[config.mk]
export PLATFORM = sky130hd
export DESIGN_NAME = wp_cache_lookup
export DESIGN_NICKNAME = d
export VERILOG_FILES = /design/src/rtl/wpc_pkg.sv /design/src/rtl/wpc_arrays.sv /design/src/rtl/wpc_way_ctl.sv /design/src/rtl/wpc_energy_ctr.sv /design/src/rtl/wp_cache_lookup.sv
export SDC_FILE = /design/constraint.sdc
export NUM_CORES = 2
export LEC_CHECK = 0
export BUFFER_PORTS_ARGS = -buffer_cell sky130_fd_sc_hd__clkbuf_2
export CAP_MARGIN = 0
export CORE_MARGIN = 2
export CORE_UTILIZATION = 28
export DETAILED_ROUTE_END_ITERATION = 16
export PLACE_DENSITY_LB_ADDON = 0.3
export SETUP_SLACK_MARGIN = 0.05
export SLEW_MARGIN = 40
export SYNTH_ARGS = -nofsm -noshare
export SYNTH_HDL_FRONTEND = slang
export SYNTH_SLANG_ARGS = --single-unit
export TNS_END_PERCENT = 5
[constraint.sdc]
create_clock -name clk -period 15.2 [get_ports clk]
set_clock_uncertainty 0.2 [all_clocks]
set_input_delay 3.04 -clock clk [delete_from_list [all_inputs] [get_ports clk]]
set_output_delay 3.04 -clock clk [all_outputs]
set_load 0.01 [all_outputs]
[src/rtl/wpc_pkg.sv]
package wpc_pkg;
    localparam int NWAYS = 4;
    localparam int WAY_W = 2;

    typedef logic [WAY_W-1:0] way_t;
    typedef logic [NWAYS-1:0] wmask_t;

    typedef enum logic [1:0] {
        MODE_PAR   = 2'd0,
        MODE_PHASE = 2'd1,
        MODE_PRED  = 2'd2,
        MODE_PAR_B = 2'd3
    } mode_e;

    typedef enum logic [2:0] {
        ST_IDLE,
        ST_FULL,
        ST_TAGS,
        ST_DATA,
        ST_PROBE,
        ST_REST
    } state_e;

    // array reads made in one cycle
    typedef struct packed {
        logic [2:0] tag_rd;
        logic [2:0] data_rd;
    } cost_t;

    // lowest numbered way whose bit is set
    function automatic way_t low_way(wmask_t m);
        way_t r;
        r = '0;
        for (int i = NWAYS - 1; i >= 0; i--) begin
            if (m[i]) r = way_t'(i);
        end
        return r;
    endfunction

    function automatic wmask_t way_bit(way_t w);
        return wmask_t'(1) << w;
    endfunction
endpackage

[src/rtl/wpc_arrays.sv]
module wpc_arrays
    import wpc_pkg::*;
#(
    parameter int SETS   = 16,
    parameter int TAG_W  = 10,
    parameter int DATA_W = 32,
    localparam int IDX_W = $clog2(SETS)
) (
    input  logic                              clk,
    input  logic                              rst,
    input  logic [IDX_W-1:0]                  rd_set,
    input  logic [TAG_W-1:0]                  rd_tag,
    output wmask_t                            hit_mask,
    output logic [NWAYS-1:0][DATA_W-1:0]      rd_data,
    input  logic                              wr_en,
    input  logic [IDX_W-1:0]                  wr_set,
    input  way_t                              wr_way,
    input  logic [TAG_W-1:0]                  wr_tag,
    input  logic [DATA_W-1:0]                 wr_data
);
    for (genvar w = 0; w < NWAYS; w++) begin : g_way
        logic              valid_q [SETS];
        logic [TAG_W-1:0]  tag_q   [SETS];
        logic [DATA_W-1:0] line_q  [SETS];
        logic              wr_here;

        assign wr_here = wr_en && (wr_way == way_t'(w));

        always_ff @(posedge clk) begin
            if (rst) begin
                for (int s = 0; s < SETS; s++) valid_q[s] <= 1'b0;
            end else if (wr_here) begin
                valid_q[wr_set] <= 1'b1;
            end
        end

        always_ff @(posedge clk) begin
            if (wr_here) begin
                tag_q[wr_set]  <= wr_tag;
                line_q[wr_set] <= wr_data;
            end
        end

        assign hit_mask[w] = valid_q[rd_set] && (tag_q[rd_set] == rd_tag);
        assign rd_data[w]  = line_q[rd_set];
    end
endmodule

[src/rtl/wpc_way_ctl.sv]
module wpc_way_ctl
    import wpc_pkg::*;
#(
    parameter int SETS = 16,
    localparam int IDX_W = $clog2(SETS)
) (
    input  logic             clk,
    input  logic             rst,
    input  logic [IDX_W-1:0] look_set,
    output way_t             pred_way,
    input  logic             upd_en,
    input  way_t             upd_way,
    input  logic             fill_en,
    input  logic [IDX_W-1:0] fill_set,
    output way_t             victim_way
);
    way_t pred_q [SETS];
    way_t vict_q [SETS];

    always_ff @(posedge clk) begin
        if (rst) begin
            for (int s = 0; s < SETS; s++) begin
                pred_q[s] <= '0;
                vict_q[s] <= '0;
            end
        end else if (fill_en) begin
            vict_q[fill_set] <= vict_q[fill_set] + way_t'(1);
            pred_q[fill_set] <= vict_q[fill_set];
        end else if (upd_en) begin
            pred_q[look_set] <= upd_way;
        end
    end

    assign pred_way   = pred_q[look_set];
    assign victim_way = vict_q[fill_set];
endmodule

[src/rtl/wpc_energy_ctr.sv]
module wpc_energy_ctr
    import wpc_pkg::*;
#(
    parameter int CNT_W = 32
) (
    input  logic             clk,
    input  logic             rst,
    input  logic             clear,
    input  cost_t            cost,
    output logic [CNT_W-1:0] tag_cnt,
    output logic [CNT_W-1:0] data_cnt
);
    function automatic logic [CNT_W-1:0] sat_add(logic [CNT_W-1:0] a, logic [2:0] b);
        logic [CNT_W:0] s;
        s = {1'b0, a} + (CNT_W+1)'(b);
        return s[CNT_W] ? '1 : s[CNT_W-1:0];
    endfunction

    always_ff @(posedge clk) begin
        if (rst || clear) begin
            tag_cnt  <= '0;
            data_cnt <= '0;
        end else begin
            tag_cnt  <= sat_add(tag_cnt, cost.tag_rd);
            data_cnt <= sat_add(data_cnt, cost.data_rd);
        end
    end
endmodule

[src/rtl/wp_cache_lookup.sv]
module wp_cache_lookup
    import wpc_pkg::*;
#(
    parameter int SETS   = 16,
    parameter int DATA_W = 32,
    parameter int ADDR_W = 16,
    parameter int OFF_W  = 2,
    parameter int CNT_W  = 32,
    localparam int IDX_W = $clog2(SETS),
    localparam int TAG_W = ADDR_W - IDX_W - OFF_W
) (
    input  logic              clk,
    input  logic              rst,
    input  logic [1:0]        mode,
    input  logic              req_valid,
    output logic              req_ready,
    input  logic [ADDR_W-1:0] req_addr,
    input  logic              fill_valid,
    output logic              fill_ready,
    input  logic [ADDR_W-1:0] fill_addr,
    input  logic [DATA_W-1:0] fill_data,
    input  logic              ctr_clear,
    output logic              rsp_done,
    output logic              rsp_hit,
    output logic [DATA_W-1:0] rsp_data,
    output logic [CNT_W-1:0]  tag_reads,
    output logic [CNT_W-1:0]  data_reads
);
    state_e                         st_q, st_d;
    logic [IDX_W-1:0]               set_q;
    logic [TAG_W-1:0]               tag_q;
    way_t                           sel_q;
    wmask_t                         hit_mask, rest_mask;
    logic [NWAYS-1:0][DATA_W-1:0]   way_data;
    way_t                           pred_way, victim_way, way_d;
    logic                           done_d, hit_d, upd_en;
    logic                           req_fire, fill_fire;
    cost_t                          cost;
    logic [IDX_W-1:0]               fill_set;
    logic                           unused_offsets;

    assign fill_ready = (st_q == ST_IDLE);
    assign req_ready  = (st_q == ST_IDLE) && !fill_valid;
    assign req_fire   = req_valid && req_ready;
    assign fill_fire  = fill_valid && fill_ready;
    assign fill_set   = fill_addr[OFF_W +: IDX_W];
    assign unused_offsets = ^{req_addr[OFF_W-1:0], fill_addr[OFF_W-1:0]};

    wpc_arrays #(.SETS(SETS), .TAG_W(TAG_W), .DATA_W(DATA_W)) i_arrays (
        .clk      (clk),
        .rst      (rst),
        .rd_set   (set_q),
        .rd_tag   (tag_q),
        .hit_mask (hit_mask),
        .rd_data  (way_data),
        .wr_en    (fill_fire),
        .wr_set   (fill_set),
        .wr_way   (victim_way),
        .wr_tag   (fill_addr[ADDR_W-1 -: TAG_W]),
        .wr_data  (fill_data)
    );

    wpc_way_ctl #(.SETS(SETS)) i_way_ctl (
        .clk        (clk),
        .rst        (rst),
        .look_set   (set_q),
        .pred_way   (pred_way),
        .upd_en     (upd_en),
        .upd_way    (way_d),
        .fill_en    (fill_fire),
        .fill_set   (fill_set),
        .victim_way (victim_way)
    );

    wpc_energy_ctr #(.CNT_W(CNT_W)) i_energy (
        .clk      (clk),
        .rst      (rst),
        .clear    (ctr_clear),
        .cost     (cost),
        .tag_cnt  (tag_reads),
        .data_cnt (data_reads)
    );

    // ways left after a failed guess
    assign rest_mask = hit_mask & ~way_bit(pred_way);

    always_comb begin
        st_d   = st_q;
        done_d = 1'b0;
        hit_d  = 1'b0;
        way_d  = '0;
        cost   = '0;
        case (st_q)
            ST_IDLE: begin
                if (req_fire) begin
                    case (mode_e'(mode))
                        MODE_PHASE: st_d = ST_TAGS;
                        MODE_PRED:  st_d = ST_PROBE;
                        default:    st_d = ST_FULL;
                    endcase
                end
            end
            ST_FULL: begin
                cost   = '{tag_rd: 3'd4, data_rd: 3'd4};
                done_d = 1'b1;
                hit_d  = |hit_mask;
                way_d  = low_way(hit_mask);
                st_d   = ST_IDLE;
            end
            ST_TAGS: begin
                cost = '{tag_rd: 3'd4, data_rd: 3'd0};
                if (|hit_mask) begin
                    st_d = ST_DATA;
                end else begin
                    done_d = 1'b1;
                    st_d   = ST_IDLE;
                end
            end
            ST_DATA: begin
                cost   = '{tag_rd: 3'd0, data_rd: 3'd1};
                done_d = 1'b1;
                hit_d  = 1'b1;
                way_d  = sel_q;
                st_d   = ST_IDLE;
            end
            ST_PROBE: begin
                cost  = '{tag_rd: 3'd1, data_rd: 3'd1};
                way_d = pred_way;
                if (hit_mask[pred_way]) begin
                    done_d = 1'b1;
                    hit_d  = 1'b1;
                    st_d   = ST_IDLE;
                end else begin
                    st_d = ST_REST;
                end
            end
            ST_REST: begin
                cost   = '{tag_rd: 3'd3, data_rd: 3'd3};
                done_d = 1'b1;
                hit_d  = |rest_mask;
                way_d  = low_way(rest_mask);
                st_d   = ST_IDLE;
            end
            default: st_d = ST_IDLE;
        endcase
    end

    assign upd_en = done_d && hit_d;

    always_ff @(posedge clk) begin
        if (rst) begin
            st_q     <= ST_IDLE;
            rsp_done <= 1'b0;
            rsp_hit  <= 1'b0;
            rsp_data <= '0;
        end else begin
            st_q     <= st_d;
            rsp_done <= done_d;
            rsp_hit  <= upd_en;
            rsp_data <= upd_en ? way_data[way_d] : '0;
        end
    end

    always_ff @(posedge clk) begin
        if (req_fire) begin
            set_q <= req_addr[OFF_W +: IDX_W];
            tag_q <= req_addr[ADDR_W-1 -: TAG_W];
        end
        if (st_q == ST_TAGS) sel_q <= low_way(hit_mask);
    end
endmodule

=== Word-level counts from Yosys, hierarchy flattened ===
Memory sizes are Yosys's and may differ from the RTL's. A register that Yosys moved wholly into a read port is not among the register bits.
Cells that the tools add are included.

* Register bits after elaboration: 117
* Latch bits: 0
* RAM bits: 2816
* Bits in read-only memories: 0
* Input bits: 71
* Output and inout port bits: 100
* Word-level logic and storage cells: 158
* Memories: 14

{| class="wikitable"
|+ Memory list
! name !! depth !! bits a word !! read ports !! clocked after Yosys merged registers in !! wr ports !! RTL line !! RTL
|-
| i_arrays.g_way[0].line_q || 16 || 32 || 1 || 1 || 1 || wpc_arrays.sv:24 || <nowiki>logic [DATA_W-1:0] line_q [SETS];</nowiki>
|-
| i_arrays.g_way[1].line_q || 16 || 32 || 1 || 1 || 1 || wpc_arrays.sv:24 ||
|-
| i_arrays.g_way[2].line_q || 16 || 32 || 1 || 1 || 1 || wpc_arrays.sv:24 ||
|-
| i_arrays.g_way[3].line_q || 16 || 32 || 1 || 1 || 1 || wpc_arrays.sv:24 ||
|-
| i_arrays.g_way[0].tag_q || 16 || 10 || 1 || 1 || 1 || wpc_arrays.sv:23 || <nowiki>logic [TAG_W-1:0] tag_q [SETS];</nowiki>
|-
| i_arrays.g_way[1].tag_q || 16 || 10 || 1 || 1 || 1 || wpc_arrays.sv:23 ||
|-
| 8 more memories || n/a || n/a || n/a || n/a || n/a || n/a ||
|}

* Add/sub/neg operators: 3
* Multipliers: 0
* Div/mod/pow operators: 0
* Order comparisons: 2
* Equal/unequal tests: 15
* Shifts and indexed selects: 1
* Mux-type cells: 84
* Bitwise operators: 3
* Reductions and logical operators: 27

{| class="wikitable"
|+ Operator list
! operator !! count
|-
| $mux 32 || 3
|-
| $mux 4 || 20
|-
| $add 32x3->33 || 2
|-
| $bmux 32 s2 || 1
|-
| $eq 10x10->1 || 4
|-
| $mux 1 || 39
|-
| $pmux 6 s5 || 1
|-
| $mux 2 || 12
|-
| $logic_and 1x1->1 || 12
|-
| $pmux 3 s3 || 1
|-
| $pmux 2 s4 || 1
|-
| $reduce_or 2->1 || 4
|-
| $reduce_or 4->1 || 2
|-
| $eq 2x2->1 const B || 3
|-
| $eq 3x2->1 const B || 2
|-
| $eq 3x3->1 const B || 2
|-
| $lt 2x3->1 const B || 2
|-
| $mux 3 || 2
|-
| $pmux 3 s2 || 1
|-
| $and 4x4->4 || 1
|-
| $eq 2x1->1 const B || 2
|-
| $not 4->4 || 1
|-
| $pmux 1 s4 || 1
|-
| $reduce_or 1->1 || 4
|-
| other kinds (12) || 12
|}

=== Longest topological paths before layout ===
* Depth in word-level cells: 13
* Gate-level depth with buffers: 21
* Mapped depth without buffers: 19

=== Modules after synthesis ===
Synthesis repeated with hierarchy kept, for this count alone.

* Cell total of the unflattened synthesis: 5321
* Area, all modules: 114467.3 um^2

{| class="wikitable"
|+ By module, submodules not included
! module !! instances !! cells an instance !! area an instance (um^2) !! sequential area each (um^2)
|-
| wpc_arrays || 1 || 4351 || 104497.7 || 81998.6
|-
| wpc_way_ctl || 1 || 303 || 3557.2 || 1921.8
|-
| wp_cache_lookup || 1 || 325 || 3214.3 || 1221.2
|-
| wpc_energy_ctr || 1 || 342 || 3198.1 || 1281.2
|}

=== Worst setup path after synthesis ===
Ideal clock, no wire load.

* Path kind: input-to-reg
* From: in fill_addr[2]
* To: mem i_arrays.g_way[1].line_q[10][0] (enable)
* Arrival time: 7404 ps
* Required time: 14557 ps
* Path slack: 7153 ps
* Cell stages on the path: 10
* Path buffers: 4
* Path through: clkbuf_1 clkbuf_1 mux4_2 mux4_2 clkbuf_1 inv_1 ha_1 nand2_1 clkbuf_1 nor2_1

* Word-level cells in the longest chain between the ends: 5

{| class="wikitable"
|+ RTL lines
! element !! RTL line !! RTL
|-
| start: declaration || wp_cache_lookup.sv:20 || <nowiki>input logic [ADDR_W-1:0] fill_addr,</nowiki>
|-
| $mem_v2 16x2 || n/a ||
|-
| $eq 2x1->1 || wpc_arrays.sv:27 || <nowiki>assign wr_here = wr_en && (wr_way == way_t'(w));</nowiki>
|-
| $logic_and 1x1->1 || wpc_arrays.sv:27 ||
|-
| $mux 1 || wpc_arrays.sv:38 || <nowiki>if (wr_here) begin</nowiki>
|-
| $mux 1 (not written as such) || wpc_arrays.sv:40 || <nowiki>line_q[wr_set] <= wr_data;</nowiki>
|-
| end: declaration || wpc_arrays.sv:24 ||
|}

Several ways; a longest one is shown, not always the timed one.

==> qor.yml <==
outcome: "finished, final reports clean"
synthesis.area_mm2: 0.115
dieArea_mm2: 0.415
slew_headroom: 0.393
drv_cap: 0
postSynthAreaPerCell_um2: 20.7
antenna_left: 0
critical_path_required_ps: 15730
synth_seq_cells: 2937
critPathKind: "reg2reg"
grt_pass1_vias: 59100
rsz0062_at_grt: "no"
overflow: 0
final-hold-violation-count: 0
hp-start: "i_arrays.g_way[3].valid_q[4]"
num_vias: 59100
synthCells: 5536
vdd_drop_max_v: 0.0000803
io_buffer_count: 166
numCtsBuffers: 295
die_w_um: 644
syn-num-nets: 5623
arrival_ps: 8290
yosysWarningCount: 0
placed_cell_area_mm2: 0.124
yosysSeqAreaShare: 0.753
end_kind: "register"
cts_tree: "built"
grt_first_pass_wirelength_um: 474000
worstMarginPinSlew_ps: 905
drt_iter0_markers: 7282
rows: 235
clock_path_buffers: 4
area_growth_pct: 16.0
pin_count: 171
hold_ws_ps: 259
dp.cells: 11000
grt_start_max_net_pins: 98
via_per_inst: 5.11
dp_hpwl_um: 188000
setup_tns_ps: 0
antenna_found_initial: 27
wl_per_cell_um: 29.5
fin_cells: 11600
cts_num_sinks: 2937
fin_nets: 5971
track_usage: 0.161
ys_top_cells_by_area: "edfxtp_1 (72%), mux4_2 (15%), dfxtp_1 (2.9%)"
fin_ws_ps: 7440
path_clk_slew_ps: 60
hold_class: "reg2reg"
pre_cts_ws_ps: 7380
ctsRootBufferMaster: "clkbuf_16"
max_clock_freq_mhz: 129
cts_htree_levels: 5
synth_most_common_cell: "edfxtp_1"
post-route-period-util: 0.511
clkLatencyLatePin_ps: 860
die_h_um: 644
start_util: 0.281
synth_top_area_frac: 0.724
drc: 0
stdcell_area_mm2: 0.133
synth_edf_count: 2768
power_density_mw_per_mm2: 129
routed_wl_um: 342000
fin_crit_ps: 7760
p_leak_nw: 41.5
setup_viol: 0
ctsResizeCount: 0
synthFlopType: "edfxtp_1"
core_mm2: 0.409
slew_violations: 0
cts_setup_buffers: 0
synth_cell_types: 91
cp_max_fo: 43
synth_area_leader_cell: "edfxtp_1"
place_congestion: 0.768
async_reset_ff_frac: 0
startpoint_type: "register"
postCtsHoldBufs: 0
yosys-top-cells-count: "edfxtp_1 (2,768), mux4_2 (744), nand2_1 (259), mux2i_1 (177), dfxtp_1 (169)"
dr.pass1.iters: 5
drive_above_1_share: 0.272
==> layer usage <==
| layer | track usage | part of all wire | vias to the layer above |
|---|---|---|---|
| met2 | 0.259 | 0.47 | 2273 |
| met1 | 0.229 | 0.44 | 32700 |
| met5 | 0 | 0.00015 | - |
| met4 | 0.0379 | 0.023 | 8 |
| met3 | 0.0242 | 0.069 | 467 |
| li1 | - | - | 23700 |
==> kinds of logic (layout without fill, tap and decap cells) <==
family                   after synthesis  after routing  synth area share
flip-flops                          2937           2937             0.753
other                                  0              8                 0
adder cells (fa/ha/maj)               16             16           0.00187
AO/OA/AOI/OAI                        486            486            0.0294
multiplexers                         958            958             0.165
XOR/XNOR                              81             81           0.00618
AND/OR/NAND/NOR                      718            718            0.0300
buffers and inverters                340            919            0.0141
==> registers in the layout (all words and copies together), names as in the netlist, named ones only <==
signal	flops
i_arrays.g_way.line_q	2048
i_arrays.g_way.tag_q	640
i_arrays.g_way.valid_q	64
i_energy.data_cnt	32
i_energy.tag_cnt	32
i_way_ctl.pred_q	32
i_way_ctl.vict_q	32
rsp_data	32
tag_q	10
set_q	4
st_q	3
sel_q	2
rsp_done	1
rsp_hit	1
==> worst paths after layout <==
path	endpoint	slack, ps	cells after the start
worst min-delay path	i_arrays.g_way[3].valid_q[4]	260	1
worst min register to register	i_arrays.g_way[3].valid_q[4]	260	1
worst max register to register	rsp_data[28]	7440	15
worst max-delay path	rsp_data[28]	7440	15
==> worst max-delay path, stage by stage, from the launching register on <==
cell and delay, ps:
dfxtp_4 650, buf_4 660, buf_4 700, mux4_2 590, mux4_2 540, xnor2_1 190, a2111oi_0 270, and4_1 430
nand2b_1 120, and2_1 200, a31oi_4 630, buf_4 630, buf_4 620, a311oi_1 100, a211oi_1 790, a211oi_1 110
==> where the power goes <==
part | total, mW | leakage, nW | switching, mW | internal, mW
combinational | 1.10 | 10.6 | 0.660 | 0.438
sequential | 8.93 | 26.4 | 0.0315 | 8.90
clock | 7.21 | 4.61 | 3.10 | 4.11
==> layout make-up <==
type / instances / area, um2
inverter: 36 / 150
tap: 5451 / 6820
clock buffer: 399 / 8340
sequential: 2937 / 86500
antenna: 8 / 20.0
timing repair buffer: 355 / 3020
clock inverter: 129 / 1080
multi-input combinational: 2259 / 27200
fill: 38600 / 276000
==> cell usage in the layout (no fill, tap or decap), types with 15 or more instances in the layout <==
cell type,instances
and3_1,55
nand2_1,258
xnor2_1,38
mux2_2,37
clkinv_1,53
nor2_4,64
edfxtp_1,2768
o21a_1,66
a21oi_1,90
buf_6,44
clkbuf_2,133
a22oi_1,23
bufinv_16,15
nand3_1,44
a31oi_1,24
nand2b_1,17
o21ai_0,49
nor2b_1,48
mux4_2,744
clkinv_2,43
dfxtp_1,165
xor2_1,43
o211ai_1,17
nor3_1,21
nor2_1,103
clkbuf_4,34
inv_1,27
buf_4,112
o22ai_1,22
a211oi_1,63
clkbuf_8,35
clkbuf_1,58
mux2i_1,177
clkbuf_16,305
buf_16,17
==> stage by stage <==
stage / total power [mW] / utilization
3_3_place_gp: 10.2 / 0.300
2_1_floorplan: 9.78 / -
5_1_grt: 17.7 / 0.326
4_1_cts: 17.4 / 0.325
3_5_place_dp: 10.2 / 0.302
6_report: 17.2 / 0.326
(Power assumes the default switching activity.)
